==> src/rtl/shadow_seq_pkg.sv <==
package shadow_seq_pkg;
  localparam int NUM_REGS  = 8;
  localparam int IDX_W     = 3;
  localparam int STALE_LSB = 16;
  localparam int STAT_W    = 32;

  typedef logic [NUM_REGS-1:0] mask_t;
  typedef logic [IDX_W-1:0]    idx_t;

  // Priority order of the copy: index 0 is copied first, seconds last.
  typedef enum logic [IDX_W-1:0] {
    REG_PERS0 = 3'd0,
    REG_PERS1 = 3'd1,
    REG_PERS2 = 3'd2,
    REG_PERS3 = 3'd3,
    REG_PERS4 = 3'd4,
    REG_PERS5 = 3'd5,
    REG_ALARM = 3'd6,
    REG_SECS  = 3'd7
  } reg_id_e;
endpackage

==> src/rtl/stale_tracker.sv <==
module stale_tracker
  import shadow_seq_pkg::*;
(
  input  logic  clk,
  input  logic  rst_n,
  input  logic  wr_en,
  input  idx_t  wr_sel,
  input  logic  force_upd,
  input  logic  clr_en,
  input  idx_t  clr_idx,
  output mask_t mask,
  output mask_t set_vec
);
  mask_t mask_q, mask_d;
  logic  force_q;
  logic  force_rise;
  mask_t clr_vec;

  always_comb begin
    force_rise = force_upd & ~force_q;
    set_vec    = '0;
    if (wr_en)      set_vec[wr_sel] = 1'b1;
    if (force_rise) set_vec = '1;
    clr_vec = '0;
    if (clr_en)     clr_vec[clr_idx] = 1'b1;
    mask_d = (mask_q & ~clr_vec) | set_vec;
  end

  always_ff @(posedge clk or negedge rst_n) begin
    if (!rst_n) begin
      mask_q  <= '0;
      force_q <= 1'b0;
    end else begin
      mask_q  <= mask_d;
      force_q <= force_upd;
    end
  end

  assign mask = mask_q;
endmodule

==> src/rtl/copy_fsm.sv <==
module copy_fsm
  import shadow_seq_pkg::*;
#(
  parameter int COPY_TICKS = 4
) (
  input  logic  clk,
  input  logic  rst_n,
  input  mask_t mask,
  input  mask_t set_vec,
  input  logic  slow_tick,
  output logic  copy_done,
  output idx_t  cur_idx,
  output logic  clr_en
);
  localparam int CNT_W = $clog2(COPY_TICKS + 1);
  localparam logic [CNT_W-1:0] LAST_CNT = CNT_W'(COPY_TICKS - 1);

  logic             active_q, active_d;
  logic [CNT_W-1:0] cnt_q, cnt_d;
  idx_t             idx_q, idx_d;
  logic             redo_q, redo_d;
  idx_t             pick;

  // Lowest set bit wins.
  always_comb begin
    pick = '0;
    for (int i = NUM_REGS - 1; i >= 0; i--) begin
      if (mask[i]) pick = IDX_W'(i);
    end
  end

  always_comb begin
    copy_done = active_q & slow_tick & (cnt_q == LAST_CNT);
    active_d  = active_q;
    cnt_d     = cnt_q;
    idx_d     = idx_q;
    redo_d    = redo_q;
    if (copy_done) begin
      active_d = 1'b0;
    end else if (!active_q && (|mask)) begin
      active_d = 1'b1;
      idx_d    = pick;
      cnt_d    = '0;
      redo_d   = 1'b0;
    end else if (active_q) begin
      if (slow_tick)       cnt_d  = cnt_q + 1'b1;
      if (set_vec[idx_q])  redo_d = 1'b1;
    end
    clr_en = copy_done & ~redo_q & ~set_vec[idx_q];
  end

  always_ff @(posedge clk or negedge rst_n) begin
    if (!rst_n) begin
      active_q <= 1'b0;
      cnt_q    <= '0;
      idx_q    <= '0;
      redo_q   <= 1'b0;
    end else begin
      active_q <= active_d;
      cnt_q    <= cnt_d;
      idx_q    <= idx_d;
      redo_q   <= redo_d;
    end
  end

  assign cur_idx = idx_q;
endmodule

==> src/rtl/shadow_bank.sv <==
module shadow_bank
  import shadow_seq_pkg::*;
#(
  parameter int               DATA_W  = 32,
  parameter logic [DATA_W-1:0] RST_VAL = '0
) (
  input  logic              clk,
  input  logic              rst_n,
  input  logic              wr_en,
  input  idx_t              wr_sel,
  input  logic [DATA_W-1:0] wr_data,
  input  logic              copy_done,
  input  idx_t              cur_idx,
  input  idx_t              rd_sel,
  output logic [DATA_W-1:0] rd_data
);
  logic [DATA_W-1:0] shadow_q  [NUM_REGS];
  logic [DATA_W-1:0] shadow_d  [NUM_REGS];
  logic [DATA_W-1:0] backing_q [NUM_REGS];
  logic [DATA_W-1:0] backing_d [NUM_REGS];

  always_comb begin
    for (int g = 0; g < NUM_REGS; g++) begin
      shadow_d[g]  = (wr_en && wr_sel == IDX_W'(g)) ? wr_data : shadow_q[g];
      backing_d[g] = (copy_done && cur_idx == IDX_W'(g)) ? shadow_q[g] : backing_q[g];
    end
  end

  always_ff @(posedge clk or negedge rst_n) begin
    if (!rst_n) begin
      for (int g = 0; g < NUM_REGS; g++) begin
        shadow_q[g]  <= RST_VAL;
        backing_q[g] <= RST_VAL;
      end
    end else begin
      for (int g = 0; g < NUM_REGS; g++) begin
        shadow_q[g]  <= shadow_d[g];
        backing_q[g] <= backing_d[g];
      end
    end
  end

  assign rd_data = backing_q[rd_sel];
endmodule

==> src/rtl/shadow_sync_seq.sv <==
module shadow_sync_seq
  import shadow_seq_pkg::*;
#(
  parameter int                DATA_W     = 32,
  parameter int                COPY_TICKS = 4,
  parameter logic [DATA_W-1:0] RST_VAL    = '0
) (
  input  logic              clk,
  input  logic              rst_n,
  input  logic              wr_en,
  input  logic [2:0]        wr_sel,
  input  logic [DATA_W-1:0] wr_data,
  input  logic              slow_tick,
  input  logic              force_upd,
  input  logic [2:0]        rd_sel,
  output logic [DATA_W-1:0] rd_data,
  output logic [7:0]        stale_mask,
  output logic              busy,
  output logic [31:0]       stat_word
);
  mask_t mask;
  mask_t set_vec;
  logic  copy_done;
  idx_t  cur_idx;
  logic  clr_en;

  stale_tracker u_track (
    .clk       (clk),
    .rst_n     (rst_n),
    .wr_en     (wr_en),
    .wr_sel    (wr_sel),
    .force_upd (force_upd),
    .clr_en    (clr_en),
    .clr_idx   (cur_idx),
    .mask      (mask),
    .set_vec   (set_vec)
  );

  copy_fsm #(.COPY_TICKS(COPY_TICKS)) u_fsm (
    .clk       (clk),
    .rst_n     (rst_n),
    .mask      (mask),
    .set_vec   (set_vec),
    .slow_tick (slow_tick),
    .copy_done (copy_done),
    .cur_idx   (cur_idx),
    .clr_en    (clr_en)
  );

  shadow_bank #(.DATA_W(DATA_W), .RST_VAL(RST_VAL)) u_bank (
    .clk       (clk),
    .rst_n     (rst_n),
    .wr_en     (wr_en),
    .wr_sel    (wr_sel),
    .wr_data   (wr_data),
    .copy_done (copy_done),
    .cur_idx   (cur_idx),
    .rd_sel    (rd_sel),
    .rd_data   (rd_data)
  );

  always_comb begin
    stale_mask = mask;
    busy       = |mask;
    stat_word  = '0;
    stat_word[STALE_LSB +: NUM_REGS] = mask;
    stat_word[0] = busy;
  end
endmodule

==> config.mk <==
export PLATFORM = sky130hd
export DESIGN_NAME = shadow_sync_seq
export DESIGN_NICKNAME = d
export VERILOG_FILES = /design/src/rtl/shadow_seq_pkg.sv /design/src/rtl/stale_tracker.sv /design/src/rtl/copy_fsm.sv /design/src/rtl/shadow_bank.sv /design/src/rtl/shadow_sync_seq.sv
export SDC_FILE = /design/constraint.sdc
export NUM_CORES = 1
export LEC_CHECK = 0
export BUFFER_PORTS_ARGS = -buffer_cell sky130_fd_sc_hd__buf_2
export CAP_MARGIN = 10
export CELL_PAD_IN_SITES_DETAIL_PLACEMENT = 2
export CELL_PAD_IN_SITES_GLOBAL_PLACEMENT = 2
export CORE_UTILIZATION = 30
export CTS_CLUSTER_DIAMETER = 200
export CTS_CLUSTER_SIZE = 24
export DETAILED_ROUTE_END_ITERATION = 7
export PLACE_DENSITY_LB_ADDON = 0.1
export REMOVE_ABC_BUFFERS = 1
export SETUP_SLACK_MARGIN = 0.05
export SLEW_MARGIN = 25
export SYNTH_ARGS = -nofsm -noshare
export SYNTH_HDL_FRONTEND = slang
export SYNTH_SLANG_ARGS = --single-unit
==> constraint.sdc <==
create_clock -name clk -period 2.5 [get_ports clk]
set_clock_uncertainty 0.1 [all_clocks]
set_input_delay 0.25 -clock clk [delete_from_list [all_inputs] [get_ports clk]]
set_output_delay 0.25 -clock clk [all_outputs]
set_load 0.01 [all_outputs]
## Word level (Yosys, flattened, before mapping)

Cells that the tools add are included.

| word-level totals | value |
|---|---|
| latch bits | 0 |
| memory bits (read-only) | 0 |
| memories | 0 |
| register bits | 529 |
| memory bits (writable) | 0 |

| cells by class | value |
|---|---|
| mux-type cells | 28 |
| div/mod/pow operators | 0 |
| $add $sub $neg | 1 |
| $mul | 0 |
| $lt $le $gt $ge | 5 |
| bitwise logic cells | 13 |
| reductions and logical operators | 30 |
| eq/ne operators | 15 |
| shifts and indexed selects | 0 |

Operators by type and width:

| kind | count |
|---|---|
| 32-bit binary-select mux with 3-bit select | 1 |
| 32-bit 2-to-1 mux | 2 |
| 3-bit 2-to-1 mux | 11 |
| 3-bit == test, second input constant | 8 |
| 8-bit 2-to-1 mux | 3 |
| 1-bit logical AND | 19 |
| 3-bit by 2-bit == test with 1-bit output, second input constant | 5 |
| 8-bit AND | 1 |
| 3-bit by 4-bit < comparator with 1-bit output, second input constant | 2 |
| 1-bit 2-to-1 mux | 8 |
| 8-bit inverter | 1 |
| 8-bit OR | 1 |
| 2-bit nonzero test | 4 |
| 8-bit OR reduction | 1 |
| 1-bit demux with 3-bit select | 2 |
| 3-bit by 1-bit == test with 1-bit output, second input constant | 2 |
| 3-bit by 1-bit greater-or-equal comparator with 1-bit output, second input constant | 2 |
| 3-bit logical NOT | 2 |
| 3-bit AND reduction | 2 |
| 1-bit AND | 5 |
| 4-bit greater-or-equal comparator, second input constant | 1 |
| 1-bit inverter | 4 |
| 3-bit inverter with 4-bit output | 1 |
| 3-bit by 1-bit adder with 3-bit output, second input constant | 1 |
| 3 further kinds | 3 |

## Depth between registers and ports, before layout

| depth | value |
|---|---|
| word-level depth | 14 |
| depth in mapped cells | 7 |

## Modules after synthesis

From an unflattened synthesis, not the netlist that was laid out.

| unflattened totals | value |
|---|---|
| cells, all modules | 1354 |
| area total of the unflattened synthesis | 22477.8 um^2 |

By module, submodules not included:

| module | instances | seq. area each (um^2) | cells each | area each (um^2) |
|---|---|---|---|---|
| shadow_bank | 1 | 12812.3 | 1216 | 21200.3 |
| copy_fsm | 1 | 200.2 | 53 | 510.5 |
| stale_tracker | 1 | 225.2 | 49 | 506.7 |
| shadow_sync_seq | 1 | 0.0 | 36 | 260.2 |

## Worst setup path before layout

OpenSTA, ideal clock, no wires.

| timing path | value |
|---|---|
| path type | reg2reg |
| from | reg u_fsm.cnt_q[0] |
| to | reg u_bank.backing_q[231] in the netlist's numbering |
| cell stages (with the launch flop) | 8 |
| clock period less this slack | 2006 ps |
| slack | 494 ps |
| library setup time | 127 ps |
| required time | 2273 ps |
| arrival time | 1779 ps |
| cell sequence | dfrtp_1 > ha_1 > ha_1 > nand4b_2 > or3_1 > clkbuf_2 > buf_6 > mux2_1 |

| between the ends | value |
|---|---|
| longest elaborated chain between the ends | 3 |

Ends and longest elaborated chain:

| what | line | source |
|---|---|---|
| start, declared | copy_fsm.sv:19 | `logic [CNT_W-1:0] cnt_q, cnt_d;` |
| start signal, assigned | copy_fsm.sv:60 | `cnt_q <= cnt_d;` |
| 3-bit by 2-bit == test with 1-bit output | copy_fsm.sv:33 | `copy_done = active_q & slow_tick & (cnt_q == LAST_CNT);` |
| 1-bit AND | copy_fsm.sv:33 |  |
| 1-bit logical AND | shadow_bank.sv:25 | `backing_d[g] = (copy_done && cur_idx == IDX_W'(g)) ? shadow_q[g] : backing_q[g];` |
| end signal, assigned by index | shadow_bank.sv:38 | `backing_q[g] <= backing_d[g];` |
| end, declared | shadow_bank.sv:19 | `logic [DATA_W-1:0] backing_q [NUM_REGS];` |

No other way between the ends.
A chain may end at the register's enable or synchronous reset.

## Worst setup path in the final report

| timing path | value |
|---|---|
| from | reg u_bank.backing_q[228] in the netlist's numbering |
| to | out rd_data[4] |

| between the ends | value |
|---|---|
| longest elaborated chain between the ends | 3 |

Ends and longest elaborated chain:

| what | line | source |
|---|---|---|
| 32-bit binary-select mux with 3-bit select | shadow_bank.sv:43 | `assign rd_data = backing_q[rd_sel];` |
| 32-bit 2-to-1 mux (implied by the code) (2 in a row) | shadow_bank.sv:43 |  |
| end, declared | shadow_sync_seq.sv:16 | `output logic [DATA_W-1:0] rd_data,` |

No other way between the ends. The select of a mux whose other input is x is not followed.

==> results.md <==
- Routed WL: just under 60 mm
- Post-detail-place hpwl: between 30 and 40 mm
- Final period util: 0.919
- CP required: 2.15 ns
- Largest area contributor in the netlist: dfrtp_1
- Async S/R FF share, synth: 1.00
- CP startpoint kind: flip-flop
- Post-CTS setup buffer count: 0
- Pwr Density: approximately 750 mW/mm²
- Die area: between 0.07 and 0.08 mm²
- Max-capacitance violation count: 0
- Largest net degree at the start of global routing: 59
- Seq/Total Area, Yosys: 0.601
- Worst-path cell chain: mux4_2 -> mux2_2 -> buf_2
- Worst path bufs/invs: 1
- Compound-Gate Fraction of Synth Area: 0.00585
- Post-Synthesis Cells: 1342
- Max Slew Vio Count: 0
- Initial Util: 0.305
- Avg Cell Area, Syn: 16.4 µm²
- Core ar.: 0.0721 mm²
- Finished Cell Area: ~0.025 mm²
- Gr ovfl total: 0
- Max Clk Rate: around 440 MHz
- Drt first pass iters: 4
- Vias in the first global route: roughly 13000
- Share of cells above drive strength 1: 0.543
- CP delay by family, top: multiplexers
- Largest family of logic cells by synthesized area: multiplexers
- Final Wtd Congestion: between 0.6 and 0.7
- FP Rows: between 90 and 100
- Worst-path fanout max: 2
- H-tree depth: 1
- Final ANT Viol Nets: 0
- Latest clock arrival within the worst-skew pair: roughly 0.6 ns
- Relative max-transition margin: 0.481
- Min-delay worst type: in -> async
- Antenna violations before repair: 3
- CTS Sinks: approximately 530
- Post-synthesis adder-cell area fraction: 0.00114
- Layout area overhead: 14.2%
- EDFF count, synth: 0
- Ys Warns: 0
- Reg clk slew, reported paths: roughly 0.090 ns
- Dominant cells by area after synthesis: dfrtp_1 (60%), mux2_2 (28%), mux4_2 (6.5%)
- Fin crit period: ~2.3 ns
- CP Data Arrival Time: roughly 2 ns
- Worst slew pin tran: 0.774 ns
- Leakage: 11.3 nW
- Chip height: roughly 270 µm
- Fillers: between 7000 and 8000
- Die X: 273 µm
- Avg WL per Cell: 24.3 µm
- CTS tree: done
- Max Root-Sink Buffers: 3
- Crit path kind: reg -> out
- First-pass GRT wire length: approximately 90 mm
- Netlist cell types: 38
- Main synth FF type: dfrtp_1
- CTS Buf Count: 26
- Via count: around 12000
- CP max stage cell: mux4_2
- Post-synthesis simple-gate area fraction: 0.0166
- VDD IR max: roughly 0.45 mV
- DP Area: between 0.02 and 0.025 mm²
- DRT iter0 DRCs: around 430
- Setup TNS: 0 ns
- Most frequent cells in the layout: mux2_2 (542), dfrtp_1 (529), buf_2 (89)
- Mux cell area share after synthesis: 0.344
- Placed cell count: between 2000 and 2500
- Buffers on Ports: 92
- Yosys reg bits: about 530
- Via-to-Cell Ratio: between 4 and 5
- RSZ-0062 raised after global routing: no
- Status: completed
- Commonest non-fill, non-tap cell in the layout: mux2_2
- Xor/xnor share of the synthesized area: 0.00159
- Nets@finish: 1511
- Post-Syn Area: 0.0220 mm²
- Critical path's largest stage delay: between 0.4 and 0.5 ns
- Final setup viols: 0
- Io pins: between 100 and 150
- Root Buffer: clkbuf_16
- CP endpoint kind: primary output
- DRC: 0
- Layout Cells excl Fill: ~2400
- Total track usage: 0.162
- Final hold violation count: 0
- Post-synth top area share: 0.601
[cell usage after synthesis (4+ instances only)]
master	number
a21oi_1	7
buf_2	44
buf_4	39
clkbuf_1	21
dfrtp_1	529
inv_1	4
mux2_2	542
mux4_2	64
nand2_1	8
nor2_1	18
nor3_1	7
nor3b_1	4
nor4_1	4
o21ai_0	5
xor2_1	4
[layout make-up]
cell class	instances	area, µm²	share of cell area
flip-flops and latches	529	13200	0.526
well taps	950	1190	0.0472
inverters	4	15.0	0.000597
clock inverters	1	30.0	0.00119
diodes	1	2.50	0.0000995
multi-input cells	722	8310	0.330
clock buffers	28	679	0.0270
repair buffers	183	1700	0.0675
[through the flow]
stage / hold slack [ns] / util / setup slack, ns / power [mW]
2_1_floorplan: -0.146 / - / -0.498 / 13.0
3_3_place_gp: 0.159 / 0.334 / 0.203 / 14.1
3_5_place_dp: 0.157 / 0.334 / 0.236 / 14.3
4_1_cts: 0.0611 / 0.349 / 0.0719 / 19.3
5_1_grt: 0.0940 / 0.349 / 0.0522 / 19.9
6_report: 0.103 / 0.349 / 0.203 / 18.9
[registers in the layout, summed over array words and instances, names as in the netlist]
register and cells:
u_fsm.active_q 1, u_bank.backing_q 256, u_track.mask 8, u_bank.shadow_q 256, u_fsm.redo_q 1, u_fsm.cur_idx 3
u_fsm.cnt_q 3, u_track.force_q 1
[kinds of logic (layout without fill, tap and decap cells)]
family / Yosys count / count (layout)
DFF: 529 / 529
AOI/OAI and AO/OA: 21 / 21
and+or+nand+nor: 63 / 63
buffers and inverters: 113 / 216
other: 1 / 24
xor gates and xnor gates: 4 / 4
muxes: 609 / 609
adders and majority gates: 2 / 2
[power breakdown]
| group | total [mW] | switching, mW | leakage [nW] | internal, mW |
|---|---|---|---|---|
| sequential | 11.0 | 0.829 | 6.76 | 10.1 |
| clock | 4.81 | 2.85 | 0.345 | 1.96 |
| combinational | 3.12 | 1.23 | 4.21 | 1.89 |
[worst paths after layout]
kind | start | depth (start not counted) | slack, ns | to
worst max-delay path | u_bank.backing_q[228]$_DFFE_PN0P_ | 3 | 0.20 | rd_data[4]
worst min-delay path | rst_n | 2 | 0.10 | u_bank.backing_q[102]$_DFFE_PN0P_
worst max register to register | u_fsm.cnt_q[0]$_DFFE_PN0P_ | 7 | 0.24 | u_track.mask[4]$_DFF_PN0_
worst min register to register | u_bank.backing_q[101]$_DFFE_PN0P_ | 1 | 0.40 | u_bank.backing_q[101]$_DFFE_PN0P_
max in group asynchronous | rst_n | 3 | 1.42 | u_bank.backing_q[142]$_DFFE_PN0P_
min in group clk | wr_sel[0] | 4 | 0.11 | u_fsm.redo_q$_DFFE_PN0P_
[layer usage]
layer  global-route usage  wire (µm)
met1                0.230      28000
met5                    0         31
met2                0.268      28500
met3               0.0170       1140
met4               0.0278        991
[worst reg2reg max path, stage by stage, from the launching register on]
cell and delay, ns:
dfrtp_1 0.40, ha_1 0.16, ha_1 0.27, nand4_1 0.14, buf_4 0.20, or3_1 0.44
nor4_1 0.35, nor2_1 0.09
[timing repair]
item                                    in CTS  in global routing
hold buffers                                36                  0
endpoints found under the setup margin       0                  2
resized for setup                            0                  2
hold endpoints to repair                   548                  0
Note: power is estimated with default switching activity, not from simulation.
